File: src/rtl/uart_rx_fifo_pkg.sv
package uart_rx_fifo_pkg;

    localparam int DATA_W = 8;
    localparam int ERR_W  = 3;

    typedef struct packed {
        logic [ERR_W-1:0]  err;
        logic [DATA_W-1:0] data;
    } rx_entry_t;

    localparam int ENTRY_W = $bits(rx_entry_t);

    // Bits per serial character: start, data, optional parity, one or two stops.
    function automatic int char_bits(input logic [1:0] wl, input logic par, input logic s2);
        return 1 + (5 + int'(wl)) + int'(par) + 1 + int'(s2);
    endfunction

endpackage

File: src/rtl/rxf_store.sv
module rxf_store
    import uart_rx_fifo_pkg::*;
#(
    parameter int DEPTH = 64,
    parameter int LVL_W = $clog2(DEPTH + 1)
) (
    input  logic             clk,
    input  logic             rst_n,
    input  logic             push,
    input  logic             pop,
    input  rx_entry_t        push_entry,
    output rx_entry_t        head_entry,
    output logic [LVL_W-1:0] level
);

    localparam int PTR_W = (DEPTH > 1) ? $clog2(DEPTH) : 1;

    typedef struct packed {
        logic [PTR_W-1:0] wptr;
        logic [PTR_W-1:0] rptr;
        logic [LVL_W-1:0] cnt;
    } store_st_t;

    store_st_t st_d, st_q;
    rx_entry_t mem [DEPTH];

    function automatic logic [PTR_W-1:0] bump(input logic [PTR_W-1:0] p);
        return (p == PTR_W'(DEPTH - 1)) ? '0 : p + 1'b1;
    endfunction

    always_comb begin
        st_d = st_q;
        if (push) st_d.wptr = bump(st_q.wptr);
        if (pop)  st_d.rptr = bump(st_q.rptr);
        case ({push, pop})
            2'b10:   st_d.cnt = st_q.cnt + 1'b1;
            2'b01:   st_d.cnt = st_q.cnt - 1'b1;
            default: st_d.cnt = st_q.cnt;
        endcase
    end

    always_ff @(posedge clk or negedge rst_n) begin
        if (!rst_n) st_q <= '0;
        else        st_q <= st_d;
    end

    always_ff @(posedge clk) begin
        if (push) mem[st_q.wptr] <= push_entry;
    end

    assign head_entry = mem[st_q.rptr];
    assign level      = st_q.cnt;

endmodule

File: src/rtl/rxf_timeout.sv
module rxf_timeout #(
    parameter int CNT_W = 8
) (
    input  logic             clk,
    input  logic             rst_n,
    input  logic             tick,
    input  logic             restart,
    input  logic             active,
    input  logic [CNT_W-1:0] limit,
    output logic             expired
);

    typedef struct packed {
        logic [CNT_W-1:0] cnt;
    } tmo_st_t;

    tmo_st_t st_d, st_q;

    always_comb begin
        st_d = st_q;
        if (!active || restart)
            st_d.cnt = '0;
        else if (tick && (st_q.cnt < limit))
            st_d.cnt = st_q.cnt + 1'b1;
    end

    always_ff @(posedge clk or negedge rst_n) begin
        if (!rst_n) st_q <= '0;
        else        st_q <= st_d;
    end

    assign expired = active && (st_q.cnt >= limit);

endmodule

File: src/rtl/uart_rx_fifo.sv
module uart_rx_fifo
    import uart_rx_fifo_pkg::*;
#(
    parameter int DEPTH     = 64,
    parameter int TMO_CHARS = 4,
    parameter int TMO_EXTRA = 12,
    parameter int CNT_W     = 8,
    parameter int LVL_W     = $clog2(DEPTH + 1)
) (
    input  logic              clk,
    input  logic              rst_n,
    input  logic              rx_valid,
    input  logic [DATA_W-1:0] rx_data,
    input  logic [ERR_W-1:0]  rx_err,
    input  logic              bit_tick,
    input  logic [1:0]        word_len,
    input  logic              parity_en,
    input  logic              stop2,
    input  logic              fifo_en,
    input  logic              rxint_en,
    input  logic [LVL_W-1:0]  trig_level,
    input  logic              rd_en,
    input  logic              ovr_clr,
    output logic [DATA_W-1:0] rd_data,
    output logic [ERR_W-1:0]  head_err,
    output logic              data_ready,
    output logic              overrun,
    output logic [LVL_W-1:0]  fill_level,
    output logic              rx_irq,
    output logic              tmo_irq
);

    typedef struct packed {
        logic ovr;
    } ctl_st_t;

    ctl_st_t          ctl_d, ctl_q;
    logic [LVL_W-1:0] level;
    logic [LVL_W-1:0] cap;
    logic [LVL_W-1:0] trig_eff;
    logic [CNT_W-1:0] tmo_limit;
    logic             full, push, pop, nonempty, expired;
    rx_entry_t        in_entry, head;

    always_comb begin
        cap      = fifo_en ? LVL_W'(DEPTH) : LVL_W'(1);
        full     = (level >= cap);
        nonempty = (level != '0);
        push     = rx_valid && !full;
        pop      = rd_en && nonempty;

        ctl_d     = ctl_q;
        ctl_d.ovr = (rx_valid && full) || (ctl_q.ovr && !ovr_clr);

        if (!fifo_en || (trig_level == '0)) trig_eff = LVL_W'(1);
        else                                 trig_eff = trig_level;

        tmo_limit = CNT_W'(TMO_CHARS * char_bits(word_len, parity_en, stop2) + TMO_EXTRA);

        in_entry.data = rx_data;
        in_entry.err  = rx_err;
    end

    always_ff @(posedge clk or negedge rst_n) begin
        if (!rst_n) ctl_q <= '0;
        else        ctl_q <= ctl_d;
    end

    rxf_store #(.DEPTH(DEPTH), .LVL_W(LVL_W)) u_store (
        .clk        (clk),
        .rst_n      (rst_n),
        .push       (push),
        .pop        (pop),
        .push_entry (in_entry),
        .head_entry (head),
        .level      (level)
    );

    rxf_timeout #(.CNT_W(CNT_W)) u_tmo (
        .clk     (clk),
        .rst_n   (rst_n),
        .tick    (bit_tick),
        .restart (push || pop),
        .active  (nonempty),
        .limit   (tmo_limit),
        .expired (expired)
    );

    assign rd_data    = head.data;
    assign head_err   = head.err;
    assign data_ready = nonempty;
    assign overrun    = ctl_q.ovr;
    assign fill_level = level;
    assign rx_irq     = rxint_en && (level >= trig_eff);
    assign tmo_irq    = rxint_en && expired && nonempty;

endmodule

File: config.mk
export PLATFORM = sky130hd
export DESIGN_NAME = uart_rx_fifo
export DESIGN_NICKNAME = d
export VERILOG_FILES = /design/src/rtl/uart_rx_fifo_pkg.sv /design/src/rtl/rxf_store.sv /design/src/rtl/rxf_timeout.sv /design/src/rtl/uart_rx_fifo.sv
export SDC_FILE = /design/constraint.sdc
export NUM_CORES = 1
export LEC_CHECK = 0
export CAP_MARGIN = 20
export CORE_AREA = 5 5 231 233
export CTS_BUF_LIST = sky130_fd_sc_hd__clkbuf_4 sky130_fd_sc_hd__clkbuf_8
export CTS_CLUSTER_SIZE = 16
export DETAILED_ROUTE_END_ITERATION = 16
export DIE_AREA = 0 0 236 238
export DONT_BUFFER_PORTS = 1
export GPL_ROUTABILITY_DRIVEN = 1
export PLACE_DENSITY = 0.75
export REMOVE_ABC_BUFFERS = 1
export SETUP_SLACK_MARGIN = 0.15
export SLEW_MARGIN = 20
export SYNTH_ARGS = -nofsm -noshare
export SYNTH_HDL_FRONTEND = slang
export SYNTH_SLANG_ARGS = --single-unit
File: constraint.sdc
create_clock -name clk -period 4.01 [get_ports clk]
set_input_delay 0.2005 -clock clk [delete_from_list [all_inputs] [get_ports clk]]
set_output_delay 0.2005 -clock clk [all_outputs]
set_load 0.05 [all_outputs]
==> results.yml, run 1 <==
floorplan:
  io_pins: 52
  die_x_microns: 236
  num_rows: 83
  die_y_microns: 238
  dieArea_sq_um: 56200
  core_sq_um: 51000
  start_util_pct: 57.2
timing:
  worstMarginPinSlew_ns: 0.858
  worst_slack_ns: 0.333
  timing.final.hold_violations: 0
  drv_slew: 0
  finalSetupViolations: 0
  period_share_pct: 91.7
  slew_headroom_pct: 42.7
  rsz0062_at_grt: "no"
  setup_tns_ns: 0
  max_freq_mhz: 272
  skew_ns: 0.0302
  fin_crit_ns: 3.68
detailed_routing:
  wl_microns: 62700
  viasPerCell: 6.24
  drtIter0Drc: 1623
  drtPass1Iterations: 6
  wire_per_inst_microns: 26.3
  drc: 0
  vias: 14903
  drtAntennaViolNets: 0
pwr:
  intPower_uw: 14100
  p_seq_share_pct: 42.5
  cellPowerDensity_nw_per_um2: 629
  ir_worst_vdd_mv: 0.607
  total_power_uw: 20900
  p_switching_uw: 6810
  p_sw_share_pct: 32.5
  clock_power_share_pct: 27.3
  combPwrFrac_pct: 30.3
  p_leak_uw: 0.0111
synthesis:
  synth_top_area_share_pct: 72.5
  syn_avg_cell_area_sq_um: 20.1
  synth_ff_type: "edfxtp_1"
  synth_area_sq_um: 29200
  yosys.area.top_type: "edfxtp_1"
  synth_area_leaders: "edfxtp_1 72%, mux4_2 12%, dfrtp_1 2.4%"
  ys_warn_count: 0
  syn_inst: 1448
  ys_ff_latch: 732
  synth_cell_types: 57
  ys_seq_area_share_pct: 74.9
  synth-edff-count: 704
  ys_async_sr_fraction_pct: 3.83
clock_tree:
  cts.sinks: 732
  clockRootBuffer: "clkbuf_8"
  clk_latency_ns: 0.69
  cts-htree-levels: 3
  cts_tree: "done"
  cts_made_buffers: 112
  clkSlewWorstSetupHoldPaths_ns: 0.06
  clockBufferDepth: 3
setup_path:
  critPathMostFrequentCell: "buf_4"
  crit_required_ns: 3.81
  end_kind: "output port"
  critPathLaunchType: "flop"
  worst-setup-path-type: "reg -> out"
  critPathMaxStageDelay_ns: 0.61
  arrival_ns: 3.48
  worstPathMaxFanout: 51
  crit_chain: "buf_4, mux4_2, a22o_1, a221oi_1, o221ai_1, buf_4"
  slowest_stage: "buf_4"
grt:
  grt_pass1_wl_microns: 95900
  grt_antenna_before_repair: 1
  grt_max_degree: 65
  grt_usage_pct: 22.5
  grt_pass1_vias: 15405
  overflow: 0
layout:
  final_net_count: 1689
  syn2layout_area_growth_pct: 14.1
  design_area_sq_um: 33300
  fillers: 3264
  drive_gt1_share_pct: 28.7
run:
  maxCapViolations: 0
placed_design:
  hpwl_microns: 37000
  place_area_sq_um: 30500
  post-place-ws_ns: 0.359
  finalWeightedCongestion: 0.835
  port_buffers: 0
min_path:
  min_path_type: "in -> reg"
status:
  status: "finished, final reports clean"
Yosys cell counts (4+ instances only):
cell	n
o21ai_0	12
a22oi_1	11
inv_1	20
buf_1	9
a21o_1	4
nor2b_1	9
edfxtp_1	704
mux2_2	13
xor2_1	6
dfrtp_1	28
clkbuf_1	29
nand2_1	42
mux2i_1	35
ha_1	30
a211o_1	13
buf_2	28
o221ai_1	18
mux4_2	154
buf_4	16
nand4_1	4
a221oi_1	22
a211oi_1	22
a21oi_1	9
and2_1	4
nand3_1	18
nor2_1	83
o22ai_1	11
xnor2_1	13
a22o_1	33
cell families after synthesis:
family | synth area share, %
AO/OA/AOI/OAI | 4.44
buffers and inverters | 1.80
AND/OR/NAND/NOR | 3.29
flip-flops | 74.9
adder cells (fa/ha/maj) | 1.42
multiplexers | 13.6
XOR/XNOR | 0.570
per-layer routing:
metal	vias to the layer above	part of all wire [%]	GRT usage, %
met5	-	0	0
met4	0	2.8	6.88
met3	108	9.2	5.87
met2	723	49	35.5
met1	7708	39	31.7
li1	6364	-	-
worst max-delay path, delay by kind of cell, from the launching register on:
kind / cells / cell delay, ns
compound gates: 3 / 1.05
mux: 1 / 0.41
buf+inv: 2 / 0.89
flops: 1 / 0.40
placed cells by master (no fill, tap or decap), types with 4 or more instances in the layout:
cell type and instances:
edfxtp_1 704, o221ai_1 18, buf_12 14, inv_1 20, a22oi_1 11, a211oi_1 19
o21ai_0 11, buf_4 106, nand2_1 41, dlygate4sd3_1 18, and2_1 4, mux4_2 154
mux2i_1 35, a221oi_1 21, clkbuf_4 38, clkbuf_8 113, nand4_1 4, xor2_1 6
a22o_1 33, ha_1 30, mux2_2 13, a21o_1 4, clkinv_1 27, clkinv_2 12
dfrtp_1 25, a211o_1 13, nor2b_1 8, a21oi_1 9, nand3_1 18, xnor2_1 13
o22ai_1 11, buf_16 11, nor2_1 82
layout make-up:
type	count	area [sq um]	share of cell area, %
antenna	1	2.50	0.00752
clock buffer	151	1840	5.53
clock inverter	44	223	0.669
inverter	21	83.8	0.252
multi-input combinational	609	6830	20.5
sequential	732	21800	65.7
tap	680	851	2.56
timing repair buffer	151	1590	4.78
state kept, by name, summed over array words and instances, names as in the netlist:
| name | count |
|---|---|
| overrun | 1 |
| u_store.level | 7 |
| u_store.st_q | 12 |
| u_store.mem | 704 |
| u_tmo.st_q | 8 |
final timing paths:
| check | start | endpoint | slack (ns) | cells past startpoint |
|---|---|---|---|---|
| worst max-delay path | u_store.st_q[9] | head_err[0] | 0.33 | 6 |
| worst min-delay path | rx_valid | overrun | 0.25 | 3 |
| worst max register to register | u_store.level[5] | u_store.level[6] | 0.37 | 12 |
| worst min register to register | u_tmo.st_q[7] | u_tmo.st_q[7] | 0.56 | 2 |
| max in group asynchronous | rst_n | u_store.st_q[9] | 3.22 | 4 |
| min in group asynchronous | rst_n | u_tmo.st_q[7] | 0.60 | 4 |
repair_timing:
action / 4_1_cts / 5_1_grt
pin swaps: 0 / 0
gates resized for setup: 1 / 6
hold endpoints to repair: 746 / 0
buffers inserted: 3 / 5
endpoints found under the setup margin: 11 / 9
hold buffers: 31 / 0
metrics by stage:
step | cells | util (%) | hold WS (ns)
6_report | 2389 | 65.2 | 0.252
4_1_cts | 2383 | 65.0 | 0.178
3_3_place_gp | 2154 | 59.9 | -0.0943
2_1_floorplan | 1362 | - | -0.0951
3_5_place_dp | 2154 | 59.9 | -0.0942
5_1_grt | 2389 | 65.2 | 0.220
power by group through the flow:
stage / sequential (uW) / clock, uW / combinational, uW
6_report: 8880 / 5700 / 6330
5_1_grt: 8890 / 6210 / 6680
4_1_cts: 8910 / 5810 / 6190
3_5_place_dp: 9130 / 0 / 5850
3_3_place_gp: 9120 / 0 / 5770
2_1_floorplan: 9520 / 0 / 3840
No activity file was read; power rests on OpenSTA's default activity.
==> inputs of run 2 (changes only) <==
--- a/config.mk
+++ b/config.mk
@@ -6,14 +6,14 @@
 export NUM_CORES = 1
 export LEC_CHECK = 0
 export CAP_MARGIN = 20
-export CORE_AREA = 5 5 231 233
+export CORE_AREA = 5 5 248 250
 export CTS_BUF_LIST = sky130_fd_sc_hd__clkbuf_4 sky130_fd_sc_hd__clkbuf_8
 export CTS_CLUSTER_SIZE = 16
 export DETAILED_ROUTE_END_ITERATION = 16
-export DIE_AREA = 0 0 236 238
+export DIE_AREA = 0 0 253 255
 export DONT_BUFFER_PORTS = 1
 export GPL_ROUTABILITY_DRIVEN = 1
-export PLACE_DENSITY = 0.75
+export PLACE_DENSITY = 0.67
 export REMOVE_ABC_BUFFERS = 1
 export SETUP_SLACK_MARGIN = 0.15
 export SLEW_MARGIN = 20
==> run 2 against run 1 <==
  * Non-clock buffer count fell by 1
  * Setup slack got worse by 0.045 ns
  * Sequential power barely moved
  * Register-to-register slack improved by 0.02 ns
  * First-iteration DRC count fell by 18%
  * Clock skew rose by 0.011 ns
  * Total power fell by 0.32%
  * Sequential share of layout area fell by 0.059 points
  * Hold slack got worse by 0.025 ns
  * Critical path type unchanged
  * Largest cell class unchanged
==> results.yml, run 2 (same netlist as run 1, synthesis figures left out) <==
floorplan:
  num_rows: 89
  dieArea_sq_um: 64500
  start_util_pct: 49.6
  die_y_microns: 255
  io_pins: 52
  die_x_microns: 253
  core_sq_um: 58800
timing:
  worstMarginPinSlew_ns: 1.10
  timing.final.hold_violations: 0
  slew_headroom_pct: 26.3
  finalSetupViolations: 0
  fin_crit_ns: 3.72
  period_share_pct: 92.8
  rsz0062_at_grt: "no"
  max_freq_mhz: 269
  skew_ns: 0.0413
  drv_slew: 0
  timing.hold.ws_ns: 0.227
clock_tree:
  cts-htree-levels: 3
  cts.sinks: 732
  clockBufferDepth: 3
  clk_latency_ns: 0.70
  clkSlewWorstSetupHoldPaths_ns: 0.06
  cts_tree: "done"
  cts_made_buffers: 110
  clockRootBuffer: "clkbuf_8"
setup_path:
  path_delay_family: "compound AO/OA/AOI/OAI gates"
  critPathLaunchType: "flop"
  worst-setup-path-type: "reg -> out"
  critPathMostFrequentCell: "buf_4"
  crit_chain: "buf_4, mux4_2, a22o_1, a211oi_1, buf_4, a211o_1, o221ai_1, buf_4"
  critPathMaxStageDelay_ns: 0.56
  worstPathMaxFanout: 9
  crit_required_ns: 3.81
  slowest_stage: "mux4_2"
  arrival_ns: 3.52
  end_kind: "output port"
  crit_buf_inv: 3
grt:
  use_met1_pct: 27.4
  grt_pass1_vias: 15103
  overflow: 0
  grt_pass1_wl_microns: 95100
  grt_max_degree: 65
  grt.busiest_layer: "met2"
  use_met2_pct: 31.3
  use_met3_pct: 4.11
  grt_antenna_before_repair: 0
  grt_usage_pct: 19.6
layout:
  largest_reg_flops: 704
  top_regs: "u_store.mem x704, u_store.st_q x12, u_tmo.st_q x8"
  antenna_cells: 0
  fillers: 4379
  final_common_cell: "edfxtp_1"
  syn2layout_area_growth_pct: 14.2
  final_net_count: 1686
  layout_common_cells: "704 x edfxtp_1, 154 x mux4_2, 112 x clkbuf_8, 109 x buf_4, 83 x nor2_1"
  max_flop_register: "u_store.mem"
  drive_gt1_share_pct: 28.6
  design_area_sq_um: 33300
detailed_routing:
  wire_per_inst_microns: 25.3
  drc: 0
  viasPerCell: 5.89
  drtPass1Iterations: 5
  drtAntennaViolNets: 0
  drtIter0Drc: 1327
  vias: 14630
  wl_microns: 62900
pwr:
  cellPowerDensity_nw_per_um2: 626
  ir_worst_vdd_mv: 0.892
  p_leak_uw: 0.0110
placed_design:
  port_buffers: 0
  finalWeightedCongestion: 0.830
  hpwl_microns: 36700
  place_area_sq_um: 30600
min_path:
  min_path_type: "in -> reg"
status:
  status: "finished, final reports clean"
run:
  maxCapViolations: 0
-- run 2: worst paths after layout --
check / start / to / slack (ns) / cells after the start
worst max-delay path: u_store.st_q[7] / rd_data[5] / 0.29 / 8
worst min-delay path: rx_valid / overrun / 0.23 / 3
worst max register to register: u_store.level[5] / u_store.level[6] / 0.39 / 12
worst min register to register: u_tmo.st_q[7] / u_tmo.st_q[7] / 0.53 / 2
max in group asynchronous: rst_n / u_store.st_q[7] / 3.26 / 4
min in group asynchronous: rst_n / u_store.level[4] / 0.57 / 4
-- run 2: what timing repair did --
item | in CTS | in global routing
resized for setup | 3 | 2
setup buffers | 4 | 0
gates cloned | 0 | 0
endpoints found under the hold margin | 749 | 0
setup endpoints to repair | 11 | 2
hold buffers | 31 | 0
-- run 2: per-stage QoR --
stage          TNS [ns]  utilization, %  total power, uW  cells  worst slack, ns
5_1_grt               0            56.6            21700   2485            0.159
4_1_cts               0            56.6            21000   2485            0.196
2_1_floorplan    -75.00               -            13400   1362            -5.16
6_report              0            56.6            20800   2485            0.289
3_5_place_dp          0            52.1            15100   2250            0.448
3_3_place_gp          0            52.1            15000   2250            0.512
-- run 2: cell type report --
type	instances	area, sq um	share of cell area (%)
Sequential cell	732	21800	65.6
Multi-Input combinational cell	609	6810	20.5
Clock buffer	153	1850	5.55
Timing Repair Buffer	150	1520	4.57
Tap cell	773	967	2.90
Clock inverter	47	214	0.642
Inverter	21	83.8	0.252
-- run 2: where the power goes --
group          internal (uW)  leakage (uW)  switching, uW
clock                   2970       0.00110           2730
sequential              8580       0.00668            286
combinational           2470       0.00326           3800
total                  14000        0.0110           6820
-- run 2: worst reg2reg max path: stages, from the launching register on --
cell and delay (ns):
dfrtp_1 0.40, or4_4 0.55, or4_4 0.43, nand2_1 0.16, inv_1 0.16, ha_1 0.33, ha_1 0.36, nor2b_1 0.15
o21a_1 0.19, o21ai_0 0.27, nor2_1 0.10, a211o_1 0.28, xor2_1 0.14
-- run 2: layer usage --
metal / routed length, microns / up-vias / share of wire [%]
li1: - / 6360 / -
met1: 26000 / 7607 / 41
met2: 30600 / 567 / 49
met3: 4630 / 96 / 7.4
met4: 1650 / 0 / 2.6
met5: 0 / - / 0
==> inputs of run 3 (changes only) <==
--- a/config.mk
+++ b/config.mk
@@ -6,11 +6,11 @@
 export NUM_CORES = 1
 export LEC_CHECK = 0
 export CAP_MARGIN = 20
-export CORE_AREA = 5 5 248 250
+export CORE_AREA = 5 5 250 252
 export CTS_BUF_LIST = sky130_fd_sc_hd__clkbuf_4 sky130_fd_sc_hd__clkbuf_8
 export CTS_CLUSTER_SIZE = 16
 export DETAILED_ROUTE_END_ITERATION = 16
-export DIE_AREA = 0 0 253 255
+export DIE_AREA = 0 0 255 257
 export DONT_BUFFER_PORTS = 1
 export GPL_ROUTABILITY_DRIVEN = 1
 export PLACE_DENSITY = 0.67
@@ -19,4 +19,5 @@
 export SLEW_MARGIN = 20
 export SYNTH_ARGS = -nofsm -noshare
 export SYNTH_HDL_FRONTEND = slang
+export SYNTH_HIERARCHICAL = 1
 export SYNTH_SLANG_ARGS = --single-unit
==> run 3 against run 2 <==
  * Setup slack got worse by 0.095 ns
  * Via count grew 8.6%
  * Cell area is 2.2% higher
  * Largest cell class unchanged
  * Largest power group unchanged
==> results.yml, run 3 <==
pwr:
  p_leak_uw: 0.0113
  cellPowerDensity_nw_per_um2: 635
  p_switching_uw: 7210
  intPower_uw: 14400
  p_seq_share_pct: 41.6
  ir_worst_vdd_mv: 0.375
  clock_power_share_pct: 27.6
  combPwrFrac_pct: 30.8
  p_sw_share_pct: 33.4
clock_tree:
  clkSlewWorstSetupHoldPaths_ns: 0.07
  cts.sinks: 732
  cts-htree-levels: 3
  clk_latency_ns: 0.70
  clockBufferDepth: 3
  cts_made_buffers: 112
  cts_tree: "done"
  clockRootBuffer: "clkbuf_8"
detailed_routing:
  wl_microns: 69200
  drtPass1Iterations: 5
  vias: 15894
  drtIter0Drc: 1611
  wire_per_inst_microns: 26.1
  drc: 0
  viasPerCell: 6.00
  drtAntennaViolNets: 0
status:
  status: "finished, final reports clean"
timing:
  fin_crit_ns: 3.82
  skew_ns: 0.0381
  max_freq_mhz: 262
  timing.hold.ws_ns: 0.0627
  finalSetupViolations: 0
  drv_slew: 0
  slew_headroom_pct: 35.8
  period_share_pct: 95.2
  timing.final.hold_violations: 0
  rsz0062_at_grt: "yes"
  worst_slack_ns: 0.194
  worstMarginPinSlew_ns: 0.962
layout:
  drive_gt1_share_pct: 26.9
  final_net_count: 1829
  layout_common_cells: "704 x edfxtp_1, 141 x mux4_2, 119 x clkbuf_8, 105 x buf_4, 88 x nor2_1"
  largest_reg_flops: 704
  syn2layout_area_growth_pct: 14.4
  final_util_pct: 56.8
  max_flop_register: "u_store/mem"
  top_regs: "u_store/mem x704, u_store/st_q x12, u_tmo/st_q x8"
  final_common_cell: "edfxtp_1"
synthesis:
  ys_async_sr_fraction_pct: 3.83
  synthTopCellsByCount: "704 x edfxtp_1, 141 x mux4_2, 88 x nor2_1, 63 x mux2i_1, 57 x nand2_1"
  ys_ff_latch: 732
  synth_top_area_share_pct: 71.1
  synth-edff-count: 704
  synth_cell_types: 65
  ys_seq_area_share_pct: 73.4
  syn_inst: 1595
  synth_ff_type: "edfxtp_1"
  synth_area_sq_um: 29800
  ys_warn_count: 6
  synth.most_common_cell: "edfxtp_1"
  yosys.area.top_type: "edfxtp_1"
  syn_avg_cell_area_sq_um: 18.7
  synth_area_leaders: "edfxtp_1 71%, mux4_2 11%, dfrtp_1 2.4%"
placed_design:
  port_buffers: 0
  post-place-ws_ns: 0.676
  finalWeightedCongestion: 0.880
  hpwl_microns: 41200
floorplan:
  io_pins: 52
  start_util_pct: 49.7
  num_rows: 90
  core_sq_um: 59900
  dieArea_sq_um: 65500
  die_x_microns: 255
  die_y_microns: 257
setup_path:
  worst-setup-path-type: "reg -> out"
  arrival_ns: 3.62
  end_kind: "output port"
  critPathLaunchType: "flop"
  worstPathMaxFanout: 28
  crit_required_ns: 3.81
grt:
  grt_usage_pct: 21.1
  grt_pass1_vias: 16336
  grt_max_degree: 75
  overflow: 0
  grt_pass1_wl_microns: 104000
  grt_antenna_before_repair: 1
run:
  maxCapViolations: 0
min_path:
  min_path_type: "in -> async"
run 3: cell count changes in the layout (fill, tap and decap cells not counted), sizes merged, moves of 9 or more:
cell | previous run | this run
mux4 | 154 | 141
a22oi | 11 | 39
nand2 | 43 | 58
a22o | 33 | 2
a21oi | 10 | 46
o221ai | 18 | 0
nor3 | 3 | 12
o21ai | 12 | 47
a211oi | 22 | 0
mux2i | 35 | 63
nand3b | 5 | 16
nand4 | 5 | 21
nand3 | 19 | 34
run 3: layer usage:
| metal | global-route usage, % | up-vias | share of wire (%) |
|---|---|---|---|
| li1 | - | 6870 | - |
| met1 | 29.0 | 8212 | 40 |
| met2 | 33.7 | 670 | 49 |
| met3 | 4.54 | 142 | 7.7 |
| met4 | 7.82 | 0 | 3.3 |
| met5 | 0 | - | 0 |
run 3: final timing paths:
| path | from | endpoint | slack (ns) | cells past startpoint |
|---|---|---|---|---|
| worst max-delay path | u_store/st_q[7] | head_err[2] | 0.19 | 7 |
| worst min-delay path | rst_n | u_store/st_q[9] | 0.06 | 3 |
| worst max register to register | u_store/level[6] | u_store/mem[19][10] | 0.64 | 10 |
| worst min register to register | u_tmo/st_q[7] | u_tmo/st_q[7] | 0.57 | 2 |
| max in group asynchronous | rst_n | u_store/level[3] | 3.75 | 3 |
| min in group clk | rx_valid | overrun | 0.26 | 3 |
run 3: final cells by class:
cell class                      instances  area (sq um)
Antenna cell                            2          5.00
Clock inverter                         47           246
Tap cell                              782           978
Clock buffer                          161          1950
Inverter                               27           101
Sequential cell                       732         21800
Fill cell                            4473         25900
Multi-Input combinational cell        748          7310
Timing Repair Buffer                  150          1600
run 3: cell families after synthesis:
logic type | after synthesis | synth area share [%]
other | 1 | 0.0126
adders and majority gates | 28 | 1.20
AOI/OAI and AO/OA | 198 | 4.49
muxes | 221 | 13.4
DFF | 732 | 73.4
and+or+nand+nor | 281 | 4.76
xor gates and xnor gates | 17 | 0.500
buffers and inverters | 117 | 2.20
run 3: power groups by stage:
stage	clock, uW	combinational [uW]	sequential, uW
global placement	0	6150	9200
finish	5960	6650	9000
CTS	6100	6510	9020
global route	6460	7000	9010
detailed placement	0	6200	9200
floorplan	0	3950	9550
run 3: metrics by stage:
| stage | power, uW | std cells | cell area [sq um] | setup TNS [ns] |
|---|---|---|---|---|
| finish | 21600 | 2649 | 34000 | 0 |
| global route | 22500 | 2647 | 34000 | 0 |
| CTS | 21600 | 2645 | 34000 | 0 |
| detailed placement | 15400 | 2405 | 31200 | 0 |
| global placement | 15300 | 2405 | 31200 | 0 |
| floorplan | 13500 | 1507 | 29200 | -81.20 |
run 3: timing repair:
item                                   in CTS  in global routing
hold buffers                               30                  0
endpoints found under the hold margin     751                  0
setup buffers                               2                  2
setup endpoints to repair                  10                  7
gates resized for setup                     0                  7
cloned                                      0                  0
run 3: critical path: stages (launching register included):
cell and delay, ns:
dfrtp_4 0.57, buf_12 0.28, mux4_2 0.54, a22oi_1 0.37, nand2_1 0.15, a22oi_1 0.46
nand4_1 0.28, buf_12 0.23
